`config.mk`:
```
export PLATFORM = sky130hd
export DESIGN_NAME = evt_irq_ctrl
export DESIGN_NICKNAME = d
export VERILOG_FILES = /design/src/rtl/evt_irq_pkg.sv /design/src/rtl/evt_len_mon.sv /design/src/rtl/evt_rise_det.sv /design/src/rtl/evt_flag_bank.sv /design/src/rtl/evt_irq_ctrl.sv
export SDC_FILE = /design/constraint.sdc
export NUM_CORES = 1
export LEC_CHECK = 0
export ABC_AREA = 1
export BUFFER_PORTS_ARGS = -buffer_cell sky130_fd_sc_hd__clkbuf_2
export CAP_MARGIN = 40
export CORE_MARGIN = 2
export CORE_UTILIZATION = 46
export CTS_BUF_LIST = sky130_fd_sc_hd__clkbuf_4
export CTS_CLUSTER_DIAMETER = 60
export DETAILED_ROUTE_END_ITERATION = 12
export GPL_ROUTABILITY_DRIVEN = 0
export PLACE_DENSITY_LB_ADDON = 0.1
export SYNTH_ARGS = -nofsm -noshare
export SYNTH_HDL_FRONTEND = slang
export SYNTH_HIERARCHICAL = 1
export SYNTH_SLANG_ARGS = --single-unit
```
`constraint.sdc`:
```
create_clock -name clk_i -period 2.83 [get_ports clk_i]
set_clock_uncertainty 0.2 [all_clocks]
set_input_delay 0.4245 -clock clk_i [delete_from_list [all_inputs] [get_ports clk_i]]
set_output_delay 0.4245 -clock clk_i [all_outputs]
set_load 0.03 [all_outputs]
```
`src/rtl/evt_irq_pkg.sv`:
```
package evt_irq_pkg;
  localparam int unsigned ADDR_W = 16;
  localparam int unsigned DATA_W = 8;
  localparam int unsigned N_SRC  = 8;
  localparam int unsigned FRAME_LIMIT = 2352;

  localparam logic [ADDR_W-1:0] MASK_ADDR = 16'hF0FB;
  localparam logic [ADDR_W-1:0] FLAG_ADDR = 16'hF0FC;

  // flag bit positions (software decodes these)
  localparam int unsigned B_STORED = 0;
  localparam int unsigned B_LAST   = 1;
  localparam int unsigned B_OVLEN  = 2;
  localparam int unsigned B_HDR    = 3;
  localparam int unsigned B_ECC    = 4;
  localparam int unsigned B_RX     = 5;
  localparam int unsigned B_TX     = 6;
  localparam int unsigned B_AUX    = 7;
endpackage

```
`src/rtl/evt_len_mon.sv`:
```
module evt_len_mon #(
  parameter int unsigned LIMIT = 2352
) (
  input  logic clk_i,
  input  logic rst_ni,
  input  logic start_i,
  input  logic byte_i,
  output logic over_o
);
  localparam int unsigned CNT_W = $clog2(LIMIT + 2);
  localparam logic [CNT_W-1:0] LIM_C = CNT_W'(LIMIT);
  localparam logic [CNT_W-1:0] SAT_C = CNT_W'(LIMIT + 1);

  logic [CNT_W-1:0] cnt_q;

  // fires on the first byte past the limit; saturation stops repeats
  assign over_o = byte_i & ~start_i & (cnt_q == LIM_C);

  always_ff @(posedge clk_i or negedge rst_ni) begin
    if (!rst_ni) begin
      cnt_q <= '0;
    end else if (start_i) begin
      cnt_q <= {{(CNT_W-1){1'b0}}, byte_i};
    end else if (byte_i && cnt_q != SAT_C) begin
      cnt_q <= cnt_q + 1'b1;
    end
  end
endmodule

```
`src/rtl/evt_rise_det.sv`:
```
module evt_rise_det (
  input  logic clk_i,
  input  logic rst_ni,
  input  logic lvl_i,
  output logic rise_o
);
  logic lvl_q;

  always_ff @(posedge clk_i or negedge rst_ni) begin
    if (!rst_ni) lvl_q <= 1'b0;
    else         lvl_q <= lvl_i;
  end

  assign rise_o = lvl_i & ~lvl_q;
endmodule

```
`src/rtl/evt_flag_bank.sv`:
```
module evt_flag_bank #(
  parameter int unsigned N = 8
) (
  input  logic         clk_i,
  input  logic         rst_ni,
  input  logic [N-1:0] set_i,
  input  logic [N-1:0] clr_i,
  input  logic         mask_we_i,
  input  logic [N-1:0] mask_d_i,
  output logic [N-1:0] flag_o,
  output logic [N-1:0] mask_o,
  output logic         irq_o
);
  logic [N-1:0] flag_q;
  logic [N-1:0] mask_q;
  logic         irq_q;

  for (genvar i = 0; i < N; i++) begin : g_flag
    // set has priority over a same-cycle clear
    always_ff @(posedge clk_i or negedge rst_ni) begin
      if (!rst_ni)       flag_q[i] <= 1'b0;
      else if (set_i[i]) flag_q[i] <= 1'b1;
      else if (clr_i[i]) flag_q[i] <= 1'b0;
    end
  end

  always_ff @(posedge clk_i or negedge rst_ni) begin
    if (!rst_ni) begin
      mask_q <= '0;
      irq_q  <= 1'b0;
    end else begin
      if (mask_we_i) mask_q <= mask_d_i;
      irq_q <= |(flag_q & mask_q);
    end
  end

  assign flag_o = flag_q;
  assign mask_o = mask_q;
  assign irq_o  = irq_q;
endmodule

```
`src/rtl/evt_irq_ctrl.sv`:
```
module evt_irq_ctrl
  import evt_irq_pkg::*;
#(
  parameter int unsigned LIMIT = FRAME_LIMIT
) (
  input  logic              clk_i,
  input  logic              rst_ni,
  input  logic [ADDR_W-1:0] addr_i,
  input  logic              wr_i,
  input  logic [DATA_W-1:0] wdata_i,
  output logic [DATA_W-1:0] rdata_o,
  input  logic              stored_i,
  input  logic              last_start_i,
  input  logic              hdr_rdy_i,
  input  logic              ecc_done_i,
  input  logic              rx_rdy_i,
  input  logic              tx_rdy_i,
  input  logic              frame_start_i,
  input  logic              fe_byte_i,
  input  logic              aux_lvl_i,
  output logic              irq_o
);
  logic             sel_mask, sel_flag;
  logic             ovlen_evt, aux_evt;
  logic [N_SRC-1:0] set_vec, clr_vec;
  logic [N_SRC-1:0] flag_q, mask_q;

  assign sel_mask = (addr_i == MASK_ADDR);
  assign sel_flag = (addr_i == FLAG_ADDR);

  evt_len_mon #(.LIMIT(LIMIT)) u_len (
    .clk_i  (clk_i),
    .rst_ni (rst_ni),
    .start_i(frame_start_i),
    .byte_i (fe_byte_i),
    .over_o (ovlen_evt)
  );

  evt_rise_det u_aux (
    .clk_i (clk_i),
    .rst_ni(rst_ni),
    .lvl_i (aux_lvl_i),
    .rise_o(aux_evt)
  );

  always_comb begin
    set_vec           = '0;
    set_vec[B_STORED] = stored_i;
    set_vec[B_LAST]   = last_start_i;
    set_vec[B_OVLEN]  = ovlen_evt;
    set_vec[B_HDR]    = hdr_rdy_i;
    set_vec[B_ECC]    = ecc_done_i;
    set_vec[B_RX]     = rx_rdy_i;
    set_vec[B_TX]     = tx_rdy_i;
    set_vec[B_AUX]    = aux_evt;
  end

  assign clr_vec = (wr_i && sel_flag) ? wdata_i[N_SRC-1:0] : '0;

  evt_flag_bank #(.N(N_SRC)) u_bank (
    .clk_i    (clk_i),
    .rst_ni   (rst_ni),
    .set_i    (set_vec),
    .clr_i    (clr_vec),
    .mask_we_i(wr_i && sel_mask),
    .mask_d_i (wdata_i[N_SRC-1:0]),
    .flag_o   (flag_q),
    .mask_o   (mask_q),
    .irq_o    (irq_o)
  );

  always_comb begin
    rdata_o = '0;
    if (sel_mask)      rdata_o[N_SRC-1:0] = mask_q;
    else if (sel_flag) rdata_o[N_SRC-1:0] = flag_q;
  end
endmodule

```
### Yosys cells after proc, flatten, opt, wreduce, memory -nomap -nowiden

Index checks and enable logic that the tools add are counted.

* logic and storage cells: 57
* flip-flop bits (word level): 30
* output and inout bits: 9
* input port bits: 36

* add/subtract/negate cells: 1
* eq/ne operators: 4
* reduce and logical (&&, ||, !) cells: 13
* bitwise gates (word level): 6
* mux-type cells: 21

Operators with widths (number)
* $eq 16x16->1 const B: 2
* $mux 12: 2
* $mux 8: 3
* $reduce_bool 2->1: 9
* $mux 1: 16
* $add 12x1->12 const B: 1
* $eq 12x12->1 const B: 1
* $ne 12x12->1 const B: 1
* $and 8x8->8: 1
* $reduce_or 8->1: 1
* $and 1x1->1: 3
* $logic_and 1x1->1: 3
* $not 1->1: 2

### Logic depth before layout (Yosys ltp)

* depth in word-level cells: 5
* depth in mapped cells: 10
* gate-level depth less buffers: 9

### By module

The synthesis kept the hierarchy.

By module, submodules not included
* evt_len_mon: times used 1, seq. area each 300.3 um^2, cells each 134, area each 883.3 um^2
* evt_flag_bank: times used 1, seq. area each 425.4 um^2, cells each 73, area each 683.2 um^2
* evt_irq_ctrl: times used 1, seq. area each 0.0 um^2, cells each 100, area each 569.3 um^2
* evt_rise_det: times used 1, seq. area each 25.0 um^2, cells each 3, area each 35.0 um^2

### Least setup slack after synthesis

Ideal clock, no wire load.

* path kind: input to output
* start: input addr_i[5]
* end: output rdata_o[0]
* stages: 7
* data arrival time: 1248 ps
* required time: 2206 ps
* slack: 957 ps
* path buffers: 1
* cells stage by stage: nand2_1 nor2_2 buf_4 nand2_2 nor2_4 nand2_1 nand2_1

* longest elaborated chain between the ends: 3
* elaborated cells on any way between the ends: 4
* those cells by class: eq/ne (2); mux (2)

RTL lines
* start: declaration: line evt_irq_ctrl.sv:8 `input logic [ADDR_W-1:0] addr_i,`
* $eq 16x16->1: line evt_irq_ctrl.sv:29 `assign sel_flag = (addr_i == FLAG_ADDR);`
* $mux 8: line evt_irq_ctrl.sv:75 `else if (sel_flag) rdata_o[N_SRC-1:0] = flag_q;`
* $mux 8 *: line evt_irq_ctrl.sv:74 `if (sel_mask) rdata_o[N_SRC-1:0] = mask_q;`
* end: declaration: line evt_irq_ctrl.sv:11 `output logic [DATA_W-1:0] rdata_o,`

Every way passes the cells marked *; elsewhere a longest branch is shown, timed or not.

### Final worst setup path

* start: input addr_i[5]
* end: output rdata_o[3]

Same word-level chain as after synthesis.

==> results.txt <==
----------------------------------------------------
[Logic synthesis]
  Distinct cell type count after synthesis ... 29
  Avg Synthesized Cell Area ... 7.00 um^2
  Most numerous cell types in the synthesized netlist ... 94 x sky130_fd_sc_hd__nand2_1, 57 x sky130_fd_sc_hd__inv_1, 30 x sky130_fd_sc_hd__dfrtp_1, 22 x sky130_fd_sc_hd__nor2_1, 20 x sky130_fd_sc_hd__nand3_1
  Proportion of synthesized chip area in sequential cells ... 34.6%
  Area of the mapped netlist ... 2170 um^2
  Proportion of netlist area held by the largest area contributor ... 34.6%
  Number of flops mapped to enable cells by yosys ... 0
  Async S/R FF share, synth ... 100%
  Synthesized instance count ... 310
  Post-Synthesis Net Count ... 349
  Ys flop type ... sky130_fd_sc_hd__dfrtp_1
  Cell types occupying the most area after synthesis ... sky130_fd_sc_hd__dfrtp_1 35%, sky130_fd_sc_hd__nand2_1 16%, sky130_fd_sc_hd__inv_1 9.9%, sky130_fd_sc_hd__nand3_1 4.6%, sky130_fd_sc_hd__nand3_2 4.1%
  Dominant cell by count in the synthesized netlist ... sky130_fd_sc_hd__nand2_1
  Syn. warnings ... 6
  Cell accounting for the most synthesized area ... sky130_fd_sc_hd__dfrtp_1
  Flip-flop and latch count after synthesis ... 30

[Worst setup path]
  Startpoint of the worst-slack reg-to-reg timing path ... u_len/cnt_q[0]
  Start-to-end type of the worst setup path ... in -> out
  Cell with the largest stage delay on the worst path ... sky130_fd_sc_hd__nor2_2
  Stage delay of the slowest cell on the critical path ... 0.26 ns
  Worst path required time ... 2.21 ns
  Worst setup SP type ... primary input
  Cells along the critical path ... clkbuf_2, nand2_1, nor2_2, nand2_2, nor2_4, nand2_1, nand2_1, clkbuf_2
  Crit path DAT ... 1.47 ns
  Launch point of the critical path ... addr_i[5]
  Largest fanout of any net on the critical path ... 8
  Worst path most repeated cell ... sky130_fd_sc_hd__nand2_1
  Setup crit end kind ... primary output

[Routing]
  Via-to-Cell Ratio ... 4.72
  Total wirelength of the detailed-routed design ... 4610 um
  Average wire per standard cell ... 11.2 um
  Via count ... 1934
  Final routed DRC violation total ... 0
  Number of nets still failing antenna checks after routing ... 0
  DRT iter0 DRCs ... 58
  Number of search-and-repair iterations in the first detailed-routing pass ... 4

[STA]
  Highest clock rate ... 477 MHz
  Final Critical Period ... 2.10 ns
  Number of max-slew violations in the final report ... 0
  Total setup violations reported at the end of the flow ... 0
  RSZ-0062 raised after global routing ... no
  Aggregate negative setup slack ... 0 ns
  Final Hold Fails ... 0
  Least-Margin Pin Slew ... 0.759 ns
  Relative slew slack ... 49.4%
  Worst hold slack across all endpoints ... 0.0787 ns
  Final period util ... 74.0%

[Hold path]
  Min-delay src ... rx_rdy_i
  Path class of the lowest-slack min-delay path ... in -> reg

[GRT]
  Global-route usage over all layers ... 19.8%
  Global-route wire length before repair ... 8180 um
  Antenna violations before repair ... 0
  Maximum number of pins on one net before global-route repair ... 31
  Vias in the first global route ... 1863
  Overflow left after global routing ... 0

[Floorplan]
  Die Area ... 5280 um^2
  Y dimension of the die ... 72.7 um
  Overall die width ... 72.7 um
  Standard-cell row count ... 24
  Starting utilization of the core area ... 48.8%
  Ports placed on the boundary ... 45
  Total core area ... 4440 um^2

[Placement]
  Half-perimeter wire length after placement ... 3430 um
  Area after detailed placement ... 2400 um^2
  Number of port buffers ... 44
  Cell count after placement ... 401

[Clock tree]
  Clock sink total ... 30
  Number of buffers added by the clock tree synthesis step ... 5
  Worst-skew pair later-pin latency ... 0.33 ns
  CTS clock-pin slew for the worst setup and hold paths ... 0.10 ns
  Max clock buf depth ... 2
  Clock tree from TritonCTS ... yes
  H-tree levels ... 2
  Clock root buffer ... sky130_fd_sc_hd__clkbuf_4

[Finish]
  Synth-to-Final Area Change ... 13.9%
  Final std cells w/o fill ... 410
  Fraction of final layout cells with drive strength greater than 1 ... 26.3%
  Number of inserted filler cells in the final layout ... 467
  Final cell area excluding filler cells ... 2470 um^2
  Final layout net count ... 397
  Diodes inserted ... 0

[Pwr]
  Standby leakage power ... 1.50 nW
  Maximum ir drop on the vdd rail ... 0.000214 V
  Power Density ... 316 nW/um^2

[Status]
  Outcome ... finished clean

[Flow run]
  Max-cap viol count ... 0

----------------------------------------------------
## logic make-up after synthesis
logic type	after synthesis	synth area share [%]
AOI/OAI and AO/OA	26	6.92
adders and majority gates	3	1.73
DFF	30	34.6
and+or+nand+nor	181	42.1
xor gates and xnor gates	4	1.61
buffers and inverters	66	13.1
## state kept, by name, summed over array words and instances, names as in the netlist
name	count
u_aux/lvl_q	1
u_bank/flag_o	8
u_bank/irq_o	1
u_bank/mask_o	8
u_len/cnt_q	12
## timing repair
action / CTS / global route
resized for setup: 0 / 0
endpoints found under the hold margin: 31 / 0
hold buffers: 2 / 0
setup buffers: 0 / 0
## cell usage in the layout (no fill, tap or decap), types with 3 or more instances in the layout
cell                       instances
sky130_fd_sc_hd__nor2_2           14
sky130_fd_sc_hd__inv_2             3
sky130_fd_sc_hd__a21oi_1           8
sky130_fd_sc_hd__nand3_1          20
sky130_fd_sc_hd__nand4_1           5
sky130_fd_sc_hd__nand2_2           7
sky130_fd_sc_hd__nand2_1          94
sky130_fd_sc_hd__nor2_1           22
sky130_fd_sc_hd__o21ai_0           8
sky130_fd_sc_hd__ha_1              3
sky130_fd_sc_hd__dfrtp_1          30
sky130_fd_sc_hd__nand3_2           9
sky130_fd_sc_hd__xor2_1            3
sky130_fd_sc_hd__inv_1            57
sky130_fd_sc_hd__o21bai_1          8
sky130_fd_sc_hd__clkbuf_4          5
sky130_fd_sc_hd__clkbuf_2         44
## layout make-up
type / count / area, um^2 / area share [%]
clock buffers: 5 / 37.5 / 1.52
clock inverters: 2 / 10.0 / 0.405
inverters: 60 / 225 / 9.11
multi-input cells: 214 / 1140 / 46.0
flip-flops and latches: 30 / 751 / 30.4
well taps: 52 / 65.1 / 2.63
repair buffers: 47 / 248 / 10.0
## per-stage QoR
stage          setup WS [ns]  total power [mW]  util [%]
2_1_floorplan          0.957             0.503         -
3_5_place_dp           0.723             0.550      54.1
5_1_grt                0.590             0.839      55.6
3_3_place_gp           0.743             0.550      54.1
6_report               0.735             0.781      55.6
4_1_cts                0.734             0.797      55.6
## path summary, 6_finish.rpt
kind                       depth (start not counted)               end  slack [ns]
max                                                8        rdata_o[3]        0.73
min                                                2  u_bank/flag_o[5]        0.08
max reg2reg                                        8    u_len/cnt_q[9]        0.93
min reg2reg                                        2  u_bank/flag_o[6]        0.34
max in group asynchronous                          2  u_bank/flag_o[2]        1.46
min in group asynchronous                          2    u_len/cnt_q[7]        0.49
## where the power goes
part	total (mW)	internal (mW)	switching, mW
sequential	0.443	0.434	0.00868
combinational	0.100	0.0391	0.0610
clock	0.238	0.0891	0.149
## critical path: cells and delay by family
kind | cells | cell delay (ns)
simple gates | 6 | 0.78
buf+inv | 2 | 0.27
## routing by layer
| metal | share of wire, % | track usage, % |
|---|---|---|
| met4 | 0.63 | 5.76 |
| met3 | 3.7 | 4.56 |
| met2 | 50 | 35.2 |
| met5 | 0 | 0 |
| met1 | 46 | 23.8 |
(Power assumes the default switching activity.)
